==> src/rtl/uart485_pkg.sv <==
package uart485_pkg;
  localparam int unsigned BYTE_W  = 8;
  localparam int unsigned OVERSMP = 16;

  typedef enum logic [2:0] {
    FS_IDLE,
    FS_START,
    FS_DATA,
    FS_PAR,
    FS_STOP
  } frame_st_e;

  typedef struct packed {
    logic data7;
    logic par_en;
    logic par_odd;
    logic stop2;
  } frame_cfg_t;
endpackage

==> src/rtl/uart485_tick.sv <==
module uart485_tick #(
  parameter int unsigned DIV_W   = 16,
  parameter int unsigned DEF_DIV = 312
) (
  input  logic             clk,
  input  logic             rst_n,
  input  logic [DIV_W-1:0] baud_div,
  output logic             tick
);
  localparam logic [DIV_W-1:0] DEF_V = DIV_W'(DEF_DIV);

  logic [DIV_W-1:0] period;
  logic [DIV_W-1:0] cnt_q, cnt_d;

  always_comb begin
    period = (baud_div == '0) ? DEF_V : baud_div;
    tick   = (cnt_q >= period - DIV_W'(1));
    cnt_d  = tick ? '0 : cnt_q + DIV_W'(1);
  end

  always_ff @(posedge clk or negedge rst_n) begin
    if (!rst_n) cnt_q <= '0;
    else        cnt_q <= cnt_d;
  end
endmodule

==> src/rtl/uart485_tx.sv <==
module uart485_tx
  import uart485_pkg::*;
(
  input  logic              clk,
  input  logic              rst_n,
  input  logic              tick,
  input  frame_cfg_t        cfg,
  input  logic              flow_en,
  input  logic              cts_s,
  input  logic              tx_valid,
  input  logic [BYTE_W-1:0] tx_data,
  output logic              tx_ready,
  output logic              txd,
  output logic              tx_active
);
  frame_st_e         st_q, st_d;
  logic [BYTE_W-1:0] sh_q, sh_d;
  logic [2:0]        bit_q, bit_d;
  logic [4:0]        sub_q, sub_d;
  logic              par_q, par_d;
  logic [BYTE_W-1:0] masked;
  logic [2:0]        last_bit;
  logic [4:0]        stop_end;

  always_comb begin
    masked   = cfg.data7 ? {1'b0, tx_data[BYTE_W-2:0]} : tx_data;
    last_bit = cfg.data7 ? 3'd6 : 3'd7;
    stop_end = cfg.stop2 ? 5'd31 : 5'd15;
    tx_ready = (st_q == FS_IDLE) && (!flow_en || !cts_s);
    st_d  = st_q;
    sh_d  = sh_q;
    bit_d = bit_q;
    sub_d = sub_q;
    par_d = par_q;
    if (st_q == FS_IDLE) begin
      if (tx_valid && tx_ready) begin
        st_d  = FS_START;
        sh_d  = masked;
        par_d = (^masked) ^ cfg.par_odd;
        sub_d = '0;
        bit_d = '0;
      end
    end else if (tick) begin
      sub_d = sub_q + 5'd1;
      unique case (st_q)
        FS_START: if (sub_q == 5'd15) begin
          st_d  = FS_DATA;
          sub_d = '0;
        end
        FS_DATA: if (sub_q == 5'd15) begin
          sub_d = '0;
          sh_d  = sh_q >> 1;
          if (bit_q == last_bit) st_d = cfg.par_en ? FS_PAR : FS_STOP;
          else                   bit_d = bit_q + 3'd1;
        end
        FS_PAR: if (sub_q == 5'd15) begin
          st_d  = FS_STOP;
          sub_d = '0;
        end
        FS_STOP: if (sub_q == stop_end) begin
          st_d  = FS_IDLE;
          sub_d = '0;
        end
        default: st_d = FS_IDLE;
      endcase
    end
  end

  always_ff @(posedge clk or negedge rst_n) begin
    if (!rst_n) begin
      st_q  <= FS_IDLE;
      sh_q  <= '0;
      bit_q <= '0;
      sub_q <= '0;
      par_q <= 1'b0;
    end else begin
      st_q  <= st_d;
      sh_q  <= sh_d;
      bit_q <= bit_d;
      sub_q <= sub_d;
      par_q <= par_d;
    end
  end

  always_comb begin
    unique case (st_q)
      FS_START: txd = 1'b0;
      FS_DATA:  txd = sh_q[0];
      FS_PAR:   txd = par_q;
      default:  txd = 1'b1;
    endcase
    tx_active = (st_q != FS_IDLE);
  end

  AST_START_GATED: assert property (@(posedge clk) disable iff (!rst_n)
    (st_q == FS_START && $past(st_q) == FS_IDLE && $past(flow_en)) |-> !$past(cts_s));
  AST_TXD_ON_TICK: assert property (@(posedge clk) disable iff (!rst_n)
    (st_q != FS_IDLE && $past(st_q) != FS_IDLE && !$past(tick)) |-> $stable(txd));
  AST_ACTIVE_ENDS_HIGH: assert property (@(posedge clk) disable iff (!rst_n)
    $fell(tx_active) |-> $past(txd));
endmodule

==> src/rtl/uart485_rx.sv <==
module uart485_rx
  import uart485_pkg::*;
(
  input  logic              clk,
  input  logic              rst_n,
  input  logic              tick,
  input  frame_cfg_t        cfg,
  input  logic              rxd_s,
  output logic              done,
  output logic [BYTE_W-1:0] data,
  output logic              perr,
  output logic              ferr
);
  frame_st_e         st_q, st_d;
  logic [3:0]        sub_q, sub_d;
  logic [2:0]        bit_q, bit_d;
  logic [BYTE_W-1:0] sh_q, sh_d;
  logic              acc_q, acc_d;
  logic              done_d, perr_d, ferr_d;
  logic [BYTE_W-1:0] data_d;
  logic [2:0]        last_bit;

  always_comb begin
    last_bit = cfg.data7 ? 3'd6 : 3'd7;
    st_d   = st_q;
    sub_d  = sub_q;
    bit_d  = bit_q;
    sh_d   = sh_q;
    acc_d  = acc_q;
    done_d = 1'b0;
    data_d = data;
    perr_d = perr;
    ferr_d = ferr;
    if (st_q == FS_IDLE) begin
      if (!rxd_s) begin
        st_d  = FS_START;
        sub_d = '0;
      end
    end else if (tick) begin
      sub_d = sub_q + 4'd1;
      unique case (st_q)
        FS_START: if (sub_q == 4'd7) begin
          sub_d = '0;
          bit_d = '0;
          acc_d = 1'b0;
          st_d  = rxd_s ? FS_IDLE : FS_DATA;
        end
        FS_DATA: if (sub_q == 4'd15) begin
          sub_d = '0;
          sh_d  = {rxd_s, sh_q[BYTE_W-1:1]};
          acc_d = acc_q ^ rxd_s;
          if (bit_q == last_bit) st_d = cfg.par_en ? FS_PAR : FS_STOP;
          else                   bit_d = bit_q + 3'd1;
        end
        FS_PAR: if (sub_q == 4'd15) begin
          sub_d = '0;
          acc_d = acc_q ^ rxd_s;
          st_d  = FS_STOP;
        end
        FS_STOP: if (sub_q == 4'd15) begin
          sub_d  = '0;
          st_d   = FS_IDLE;
          done_d = 1'b1;
          data_d = cfg.data7 ? {1'b0, sh_q[BYTE_W-1:1]} : sh_q;
          perr_d = cfg.par_en && (acc_q ^ cfg.par_odd);
          ferr_d = !rxd_s;
        end
        default: st_d = FS_IDLE;
      endcase
    end
  end

  always_ff @(posedge clk or negedge rst_n) begin
    if (!rst_n) begin
      st_q  <= FS_IDLE;
      sub_q <= '0;
      bit_q <= '0;
      sh_q  <= '0;
      acc_q <= 1'b0;
      done  <= 1'b0;
      data  <= '0;
      perr  <= 1'b0;
      ferr  <= 1'b0;
    end else begin
      st_q  <= st_d;
      sub_q <= sub_d;
      bit_q <= bit_d;
      sh_q  <= sh_d;
      acc_q <= acc_d;
      done  <= done_d;
      data  <= data_d;
      perr  <= perr_d;
      ferr  <= ferr_d;
    end
  end

  AST_START_STILL_LOW: assert property (@(posedge clk) disable iff (!rst_n)
    (st_q == FS_DATA && $past(st_q) == FS_START) |-> !$past(rxd_s));
  AST_DONE_SINGLE: assert property (@(posedge clk) disable iff (!rst_n)
    done |=> !done);
endmodule

==> src/rtl/uart485_core.sv <==
module uart485_core
  import uart485_pkg::*;
#(
  parameter int unsigned CLK_HZ   = 48_000_000,
  parameter int unsigned DEF_BAUD = 9600,
  parameter int unsigned DIV_W    = 16
) (
  input  logic              clk,
  input  logic              rst_n,
  input  logic [DIV_W-1:0]  baud_div,
  input  logic              cfg_data7,
  input  logic              cfg_par_en,
  input  logic              cfg_par_odd,
  input  logic              cfg_stop2,
  input  logic              cfg_flow_off,
  input  logic              tx_valid,
  input  logic [BYTE_W-1:0] tx_data,
  output logic              tx_ready,
  output logic              txd,
  output logic              tx_active,
  input  logic              cts_n,
  output logic              rts_n,
  input  logic              rxd,
  output logic              rx_valid,
  output logic [BYTE_W-1:0] rx_data,
  output logic              rx_perr,
  output logic              rx_ferr,
  input  logic              rx_ack
);
  localparam int unsigned DEF_DIV = CLK_HZ / (OVERSMP * DEF_BAUD);

  frame_cfg_t        cfg;
  logic              tick, flow_en;
  logic [1:0]        rxd_sync, cts_sync;
  logic              rx_done, rx_pe, rx_fe;
  logic [BYTE_W-1:0] rx_byte;
  logic              valid_d, perr_d, ferr_d;
  logic [BYTE_W-1:0] hold_d;

  always_comb begin
    cfg     = '{data7: cfg_data7, par_en: cfg_par_en, par_odd: cfg_par_odd, stop2: cfg_stop2};
    flow_en = !cfg_flow_off;
  end

  always_ff @(posedge clk or negedge rst_n) begin
    if (!rst_n) begin
      rxd_sync <= 2'b11;
      cts_sync <= 2'b11;
    end else begin
      rxd_sync <= {rxd_sync[0], rxd};
      cts_sync <= {cts_sync[0], cts_n};
    end
  end

  uart485_tick #(.DIV_W(DIV_W), .DEF_DIV(DEF_DIV)) u_tick (
    .clk(clk), .rst_n(rst_n), .baud_div(baud_div), .tick(tick)
  );

  uart485_tx u_tx (
    .clk(clk), .rst_n(rst_n), .tick(tick), .cfg(cfg), .flow_en(flow_en),
    .cts_s(cts_sync[1]), .tx_valid(tx_valid), .tx_data(tx_data),
    .tx_ready(tx_ready), .txd(txd), .tx_active(tx_active)
  );

  uart485_rx u_rx (
    .clk(clk), .rst_n(rst_n), .tick(tick), .cfg(cfg), .rxd_s(rxd_sync[1]),
    .done(rx_done), .data(rx_byte), .perr(rx_pe), .ferr(rx_fe)
  );

  always_comb begin
    valid_d = rx_valid;
    hold_d  = rx_data;
    perr_d  = rx_perr;
    ferr_d  = rx_ferr;
    if (rx_done) begin
      valid_d = 1'b1;
      hold_d  = rx_byte;
      perr_d  = rx_pe;
      ferr_d  = rx_fe;
    end else if (rx_ack) begin
      valid_d = 1'b0;
    end
    rts_n = flow_en && rx_valid;
  end

  always_ff @(posedge clk or negedge rst_n) begin
    if (!rst_n) begin
      rx_valid <= 1'b0;
      rx_data  <= '0;
      rx_perr  <= 1'b0;
      rx_ferr  <= 1'b0;
    end else begin
      rx_valid <= valid_d;
      rx_data  <= hold_d;
      rx_perr  <= perr_d;
      rx_ferr  <= ferr_d;
    end
  end

  AST_HOLD_UNTIL_ACK: assert property (@(posedge clk) disable iff (!rst_n)
    (rx_valid && !rx_ack && !rx_done) |=> (rx_valid && $stable(rx_data)));
  AST_READY_ONLY_IDLE: assert property (@(posedge clk) disable iff (!rst_n)
    tx_ready |-> !tx_active);
endmodule

==> config.mk <==
export PLATFORM = sky130hd
export DESIGN_NAME = uart485_core
export DESIGN_NICKNAME = d
export VERILOG_FILES = /design/src/rtl/uart485_pkg.sv /design/src/rtl/uart485_tick.sv /design/src/rtl/uart485_tx.sv /design/src/rtl/uart485_rx.sv /design/src/rtl/uart485_core.sv
export SDC_FILE = /design/constraint.sdc
export NUM_CORES = 1
export LEC_CHECK = 0
export BUFFER_PORTS_ARGS = -buffer_cell sky130_fd_sc_hd__buf_4
export CAP_MARGIN = 20
export CORE_AREA = 2 2 93 95
export DETAILED_ROUTE_END_ITERATION = 12
export DIE_AREA = 0 0 95 97
export PLACE_DENSITY = 0.79
export REMOVE_ABC_BUFFERS = 1
export SLEW_MARGIN = 20
export SYNTH_ARGS = -nofsm -noshare
export SYNTH_HDL_FRONTEND = slang
export SYNTH_SLANG_ARGS = --single-unit
==> constraint.sdc <==
create_clock -name clk -period 3.85 [get_ports clk]
set_clock_uncertainty 0.15 [all_clocks]
set_input_delay 0.385 -clock clk [delete_from_list [all_inputs] [get_ports clk]]
set_output_delay 0.385 -clock clk [all_outputs]
set_load 0.005 [all_outputs]
# After elaboration in Yosys (flattened, before gate mapping)

Index checks and enable logic that the tools add are counted.

Equal/unequal tests: 31
Multiplexer cells: 63
Bitwise logic cells: 4
$lt $le $gt $ge: 1
$add $sub $neg: 6
Reductions and logical operators: 34

Operators by type and width:

| kind                    | count |
|---|---|
| $mux W3                 | 26 |
| $mux W8                 | 7 |
| $mux W16                | 2 |
| $mux W5                 | 6 |
| $ne A3 B1 Y1 const B    | 10 |
| $pmux W3 S4             | 2 |
| $mux W4                 | 5 |
| $add A16 B1 Y16 const B | 1 |
| $ge A16 B16 Y1          | 1 |
| $logic_not A16 Y1       | 1 |
| $sub A16 B1 Y16 const B | 1 |
| $reduce_and A7 Y1       | 2 |
| $reduce_bool A2 Y1      | 7 |
| $eq A3 B2 Y1 const B    | 4 |
| $reduce_and A4 Y1       | 3 |
| $pmux W5 S2             | 1 |
| $reduce_and A5 Y1       | 2 |
| $mux W1                 | 9 |
| $ne A2 B1 Y1 const B    | 4 |
| $pmux W4 S2             | 1 |
| $reduce_xor A8 Y1       | 1 |
| $add A3 B1 Y3 const B   | 2 |
| $eq A3 B1 Y1 const B    | 2 |
| $eq A3 B3 Y1            | 2 |
| other kinds (23)        | 37 |

Input port bits: 35
Flip-flop bits (word level): 81
Output and inout bits: 15

# Logic depth before layout (Yosys ltp)

Depth in word-level cells: 7
Mapped depth: 18

# Cells and area by module

A second synthesis with hierarchy kept.

Cells, all modules: 476
Area total of the unflattened synthesis: 4857.2 um^2

Modules (own cells, without submodules):

| module       | cells each | area each (um^2) | seq. area each (um^2) | instances |
|---|---|---|---|---|
| uart485_rx   | 146        | 1572.8           | 750.7                 | 1 |
| uart485_tick | 159        | 1422.6           | 400.4                 | 1 |
| uart485_tx   | 141        | 1301.2           | 500.5                 | 1 |
| uart485_core | 30         | 560.5            | 380.4                 | 1 |

# Worst setup path before layout

OpenSTA, ideal clock, no wires.

Kind: input port to flip-flop
From: input baud_div[3]
To: register u_rx.sh_q[0]
Buffers on the path: 1
Library setup time: 125 ps
Stages: 14
Arrival time: 4303 ps
Setup slack: -728 ps
Required time: 3575 ps
Cells stage by stage: or4_4 -> or4_4 -> or3_4 -> and4b_4 -> nor2b_1 -> xnor2_1 -> ha_1 -> nand4_1 -> or2_1 -> o41ai_1 -> or3_1 -> clkbuf_1 -> nand3_1 -> mux2_2

Cells in the longest elaborated chain, start to end: 5

RTL lines:

| item                                 | line               | source |
|---|---|---|
| start, declared                      | uart485_core.sv:10 | `input logic [DIV_W-1:0] baud_div,` |
| $logic_not A16 Y1                    | uart485_tick.sv:16 | `period = (baud_div == '0) ? DEF_V : baud_div;` |
| $mux W16 *                           | uart485_tick.sv:16 |  |
| $sub A16 B1 Y16 *                    | uart485_tick.sv:17 | `tick = (cnt_q >= period - DIV_W'(1));` |
| $ge A16 B16 Y1 *                     | uart485_tick.sv:17 |  |
| $reduce_and A4 Y1 (no source line) * | --                 |  |
| end signal, assigned                 | uart485_rx.sv:78   | `sh_q <= '0;` |
| end signal, assigned                 | uart485_rx.sv:88   | `sh_q <= sh_d;` |
| end, declared                        | uart485_rx.sv:17   | `logic [BYTE_W-1:0] sh_q, sh_d;` |

Every way passes the cells marked *; elsewhere a longest branch is shown, timed or not.
A chain may end at the register's enable or synchronous reset.

# Worst setup path in the final report

From: input baud_div[3]
To: register u_rx.perr

Cells in the longest elaborated chain, start to end: 5

RTL lines:

| item                                 | line               | source |
|---|---|---|
| $logic_not A16 Y1                    | uart485_tick.sv:16 |  |
| $mux W16 *                           | uart485_tick.sv:16 |  |
| $sub A16 B1 Y16 *                    | uart485_tick.sv:17 |  |
| $ge A16 B16 Y1 *                     | uart485_tick.sv:17 |  |
| $reduce_and A4 Y1 (no source line) * | --                 |  |
| end signal, assigned                 | uart485_rx.sv:92   | `perr <= perr_d;` |
| end, declared                        | uart485_rx.sv:11   | `output logic perr,` |

Marked as above.

==> summary.txt <==
Detailed routing
  – Drt total wl: 11.3 mm
  – Pre-Repair DR Iteration Count: 4
  – Residual DRC: 0
  – DR WL/cell: 16.4 um
  – Via/cell ratio: 5.76
  – Final ANT Viol Nets: 0
  – Routed vias: 3973
  – Initial DRC count: between 200 and 250

STA
  – Setup TNS: -16170 ps
  – Final setup viols: 65
  – Worst setup margin: -376 ps
  – Max Freq: 237 MHz
  – Slew Limit Fails: 0
  – Relative slew slack: 0.297
  – Slew @ Worst Pin: between 1000 and 1500 ps
  – Tmin final: 4230 ps
  – Unrepaired setup endpoints after global routing: yes
  – Hold Violations, Final: 0
  – Tcrit/Tclk final: 1.10

Die
  – Die Span Y: between 90 and 100 um
  – Io pins: 50
  – DIE AREA: 9220 sq um
  – Initial cell density of the core: 0.580
  – Core area: 8130 sq um
  – Num rows: 33
  – Die X-Extent: 95 um

CTS
  – Sink Count: 81
  – Reg clk slew, reported paths: about 90 ps
  – H-tree depth: 3
  – Bufs on Longest Clock Path: 2
  – TritonCTS clock tree: yes
  – Root buf cell: clkbuf_8
  – Num CTS Buffers: 9
  – Clock latency on the worst-skew pair: 360 ps

GRT
  – Largest net degree at the start of global routing: 82
  – GRT Resource Usage Total: 0.245
  – Overflow after GRT: 0
  – Antenna violations before repair: 0
  – Vias in the first global route: 3908
  – First-pass GRT wire length: 18.0 mm

Logic synthesis
  – Synthesized area: 4710 sq um
  – Gate Count Post-Synth: 478
  – Register area share after synthesis: 0.431
  – YS warnings: 0
  – Top-area cell type share of the netlist area: 0.409
  – Synth Register Bits: ~80
  – Avg Synthesized Cell Area: 9.86 sq um
  – Largest cells by area after synthesis: dfrtp_1 41%, mux2_2 11%, ha_1 6.4%, nand2_1 4.2%, xnor2_1 3.5%
  – Asr flop ratio synth: 1.00
  – Area leader, netlist: dfrtp_1
  – Distinct cells, synth: 58
  – Main synth FF type: dfrtp_1
  – Number of synthesized flops with an enable pin: 0

Worst setup path
  – Slowest-stage cell, CP: or4_4
  – WS Path Type: input port to flip-flop
  – Slowest stage delay, CP: 530 ps
  – Crit path required time: 3940 ps
  – Critical Path, Cell by Cell: buf_6 -> or4_4 -> or4_4 -> or3_4 -> and4b_4 -> nor2b_4 -> xnor2_2 -> ha_1 -> nand4_1 -> or2_4 -> o41ai_4 -> or3_4 -> nand3_4 -> clkbuf_16 -> mux2_2
  – Worst Setup Start Kind: input port
  – Peak fanout along the critical path: 6
  – CP Capture Type: flip-flop
  – Worst path arrival time: 4320 ps

Flow run
  – Max cap viols: 0

Cells and area
  – Final core utilization: 0.767
  – Post-layout net count: 639
  – Layout cell share with drive strength beyond 1: 0.386
  – # diodes: 0
  – Synthesis-to-finish area growth: 32.4%
  – Post-route insts no fill: 690

Placement
  – GPL Wtd Cong: 0.873
  – Post-DP HPWL: 7.37 mm
  – Pre-CTS setup slack: -909 ps
  – Number of port buffers: 49
  – Dpl cells: 660

Power
  – Leakage: ~3.0 nW
  – Power Dens Cells: roughly 530 nW/um^2
  – Peak VDD IR: 347 uV

Hold path
  – Worst min-delay path class: input port to flip-flop

Outcome
  – Failing checks: negative setup slack
  – Status: finished, violations left
-- final timing paths --
path / start / endpoint / slack [ps] / cells past startpoint
setup / recovery: baud_div[3] / u_rx.perr$_DFFE_PN0P_ / -380 / 15
hold / removal: rx_ack / rx_valid$_DFFE_PN0P_ / 140 / 3
setup reg to reg: u_tx.st_q[2]$_DFFE_PN0P_ / u_tx.sh_q[2]$_DFFE_PN0P_ / 790 / 8
hold reg to reg: rxd_sync[0]$_DFF_PN1_ / rxd_sync[1]$_DFF_PN1_ / 210 / 0
max in group asynchronous: rst_n / u_rx.st_q[2]$_DFFE_PN0P_ / 2590 / 2
min in group asynchronous: rst_n / u_rx.done$_DFF_PN0_ / 440 / 2
-- timing repair --
item                                    CTS  global route
gates resized for setup                  50            47
cloned                                    1             1
hold endpoints to repair                  2            70
endpoints found under the setup margin   65            65
hold buffers                              2             1
pin swaps                                17            12
setup buffers                             5             4
-- power by group --
part           switching, mW  leakage (nW)  internal (mW)
Clock                  0.325         0.100          0.305
Sequential             0.221          1.06           1.01
Combinational          0.756          1.83          0.664
Total                   1.30          2.99           1.98
-- area by class of cell --
type | instances | area [sq um]
sequential | 81 | 2030
tap | 105 | 131
inverter | 17 | 68.8
clock inverter | 7 | 77.6
clock buffer | 9 | 124
fill | 511 | 1890
timing repair buffer | 108 | 948
multi-input combinational | 363 | 2860
-- sequential cells by signal (all words and copies together) (netlist names), 4 cells and up --
signal,flops
u_tx.sh_q,8
u_tick.cnt_q,16
u_tx.sub_q,5
u_rx.sub_q,4
rx_data,8
u_rx.data,8
u_rx.sh_q,8
-- cells in the final DEF (no fill, tap or decap), drive strengths merged, types with 4 or more instances in the layout --
master and n:
a211o 4, a21oi 13, and3 7, buf 104
clkbuf 10, clkinv 4, dfrtp 77, dfstp 4
ha 24, inv 18, mux2 45, nand2 53
nand2b 4, nand3 16, nand4 9, nor2 41
nor2b 4, nor3 17, nor4 4, o211ai 4
o21ai 24, or3 7, xnor2 19, xor2 18
-- metal layers --
metal  share of wire  track usage  up-vias
met4           0.021        0.109        0
li1                -            -     1913
met2            0.52        0.393      102
met5               0            0        -
met1            0.41        0.324     1937
met3           0.046       0.0421       21
-- Yosys cell counts (4+ instances only) --
master and count:
and3_1 7, xor2_1 18, o21ai_0 24, nor3_1 17, a211o_1 4, dfstp_2 4, dfrtp_1 77, nand4_1 9
o211ai_1 4, xnor2_1 19, nand2b_1 4, mux2_2 45, nand3_1 16, nand2_1 53, or3_1 5, nor2_1 40
a21oi_1 13, inv_1 17, ha_1 24, nor4_1 4, clkbuf_1 13
-- worst max-delay path, delay by kind of cell --
| family | cells | cell delay, ps |
|---|---|---|
| mux | 1 | 280 |
| fa+ha+maj | 1 | 300 |
| simple gates | 9 | 2610 |
| xor+xnor | 1 | 120 |
| buf+inv | 2 | 290 |
| compound gates | 1 | 320 |
-- kinds of logic after synthesis --
kind of cell               count (synthesis)  synth area share
xor gates and xnor gates                  37            0.0687
AOI/OAI and AO/OA                         73             0.102
DFF                                       81             0.431
muxes                                     48             0.114
buffers and inverters                     34            0.0279
adders and majority gates                 24            0.0637
and+or+nand+nor                          181             0.193
-- per-stage QoR --
step           hold WS [ps]  power, mW  instance area [sq um]
6_report                144       3.28                   6240
4_1_cts                66.3       3.12                   5990
3_5_place_dp            199       2.32                   5510
5_1_grt                 146       3.51                   6240
2_1_floorplan         -60.6       1.92                   4650
3_3_place_gp            196       2.26                   5510
(Power assumes the default switching activity.)
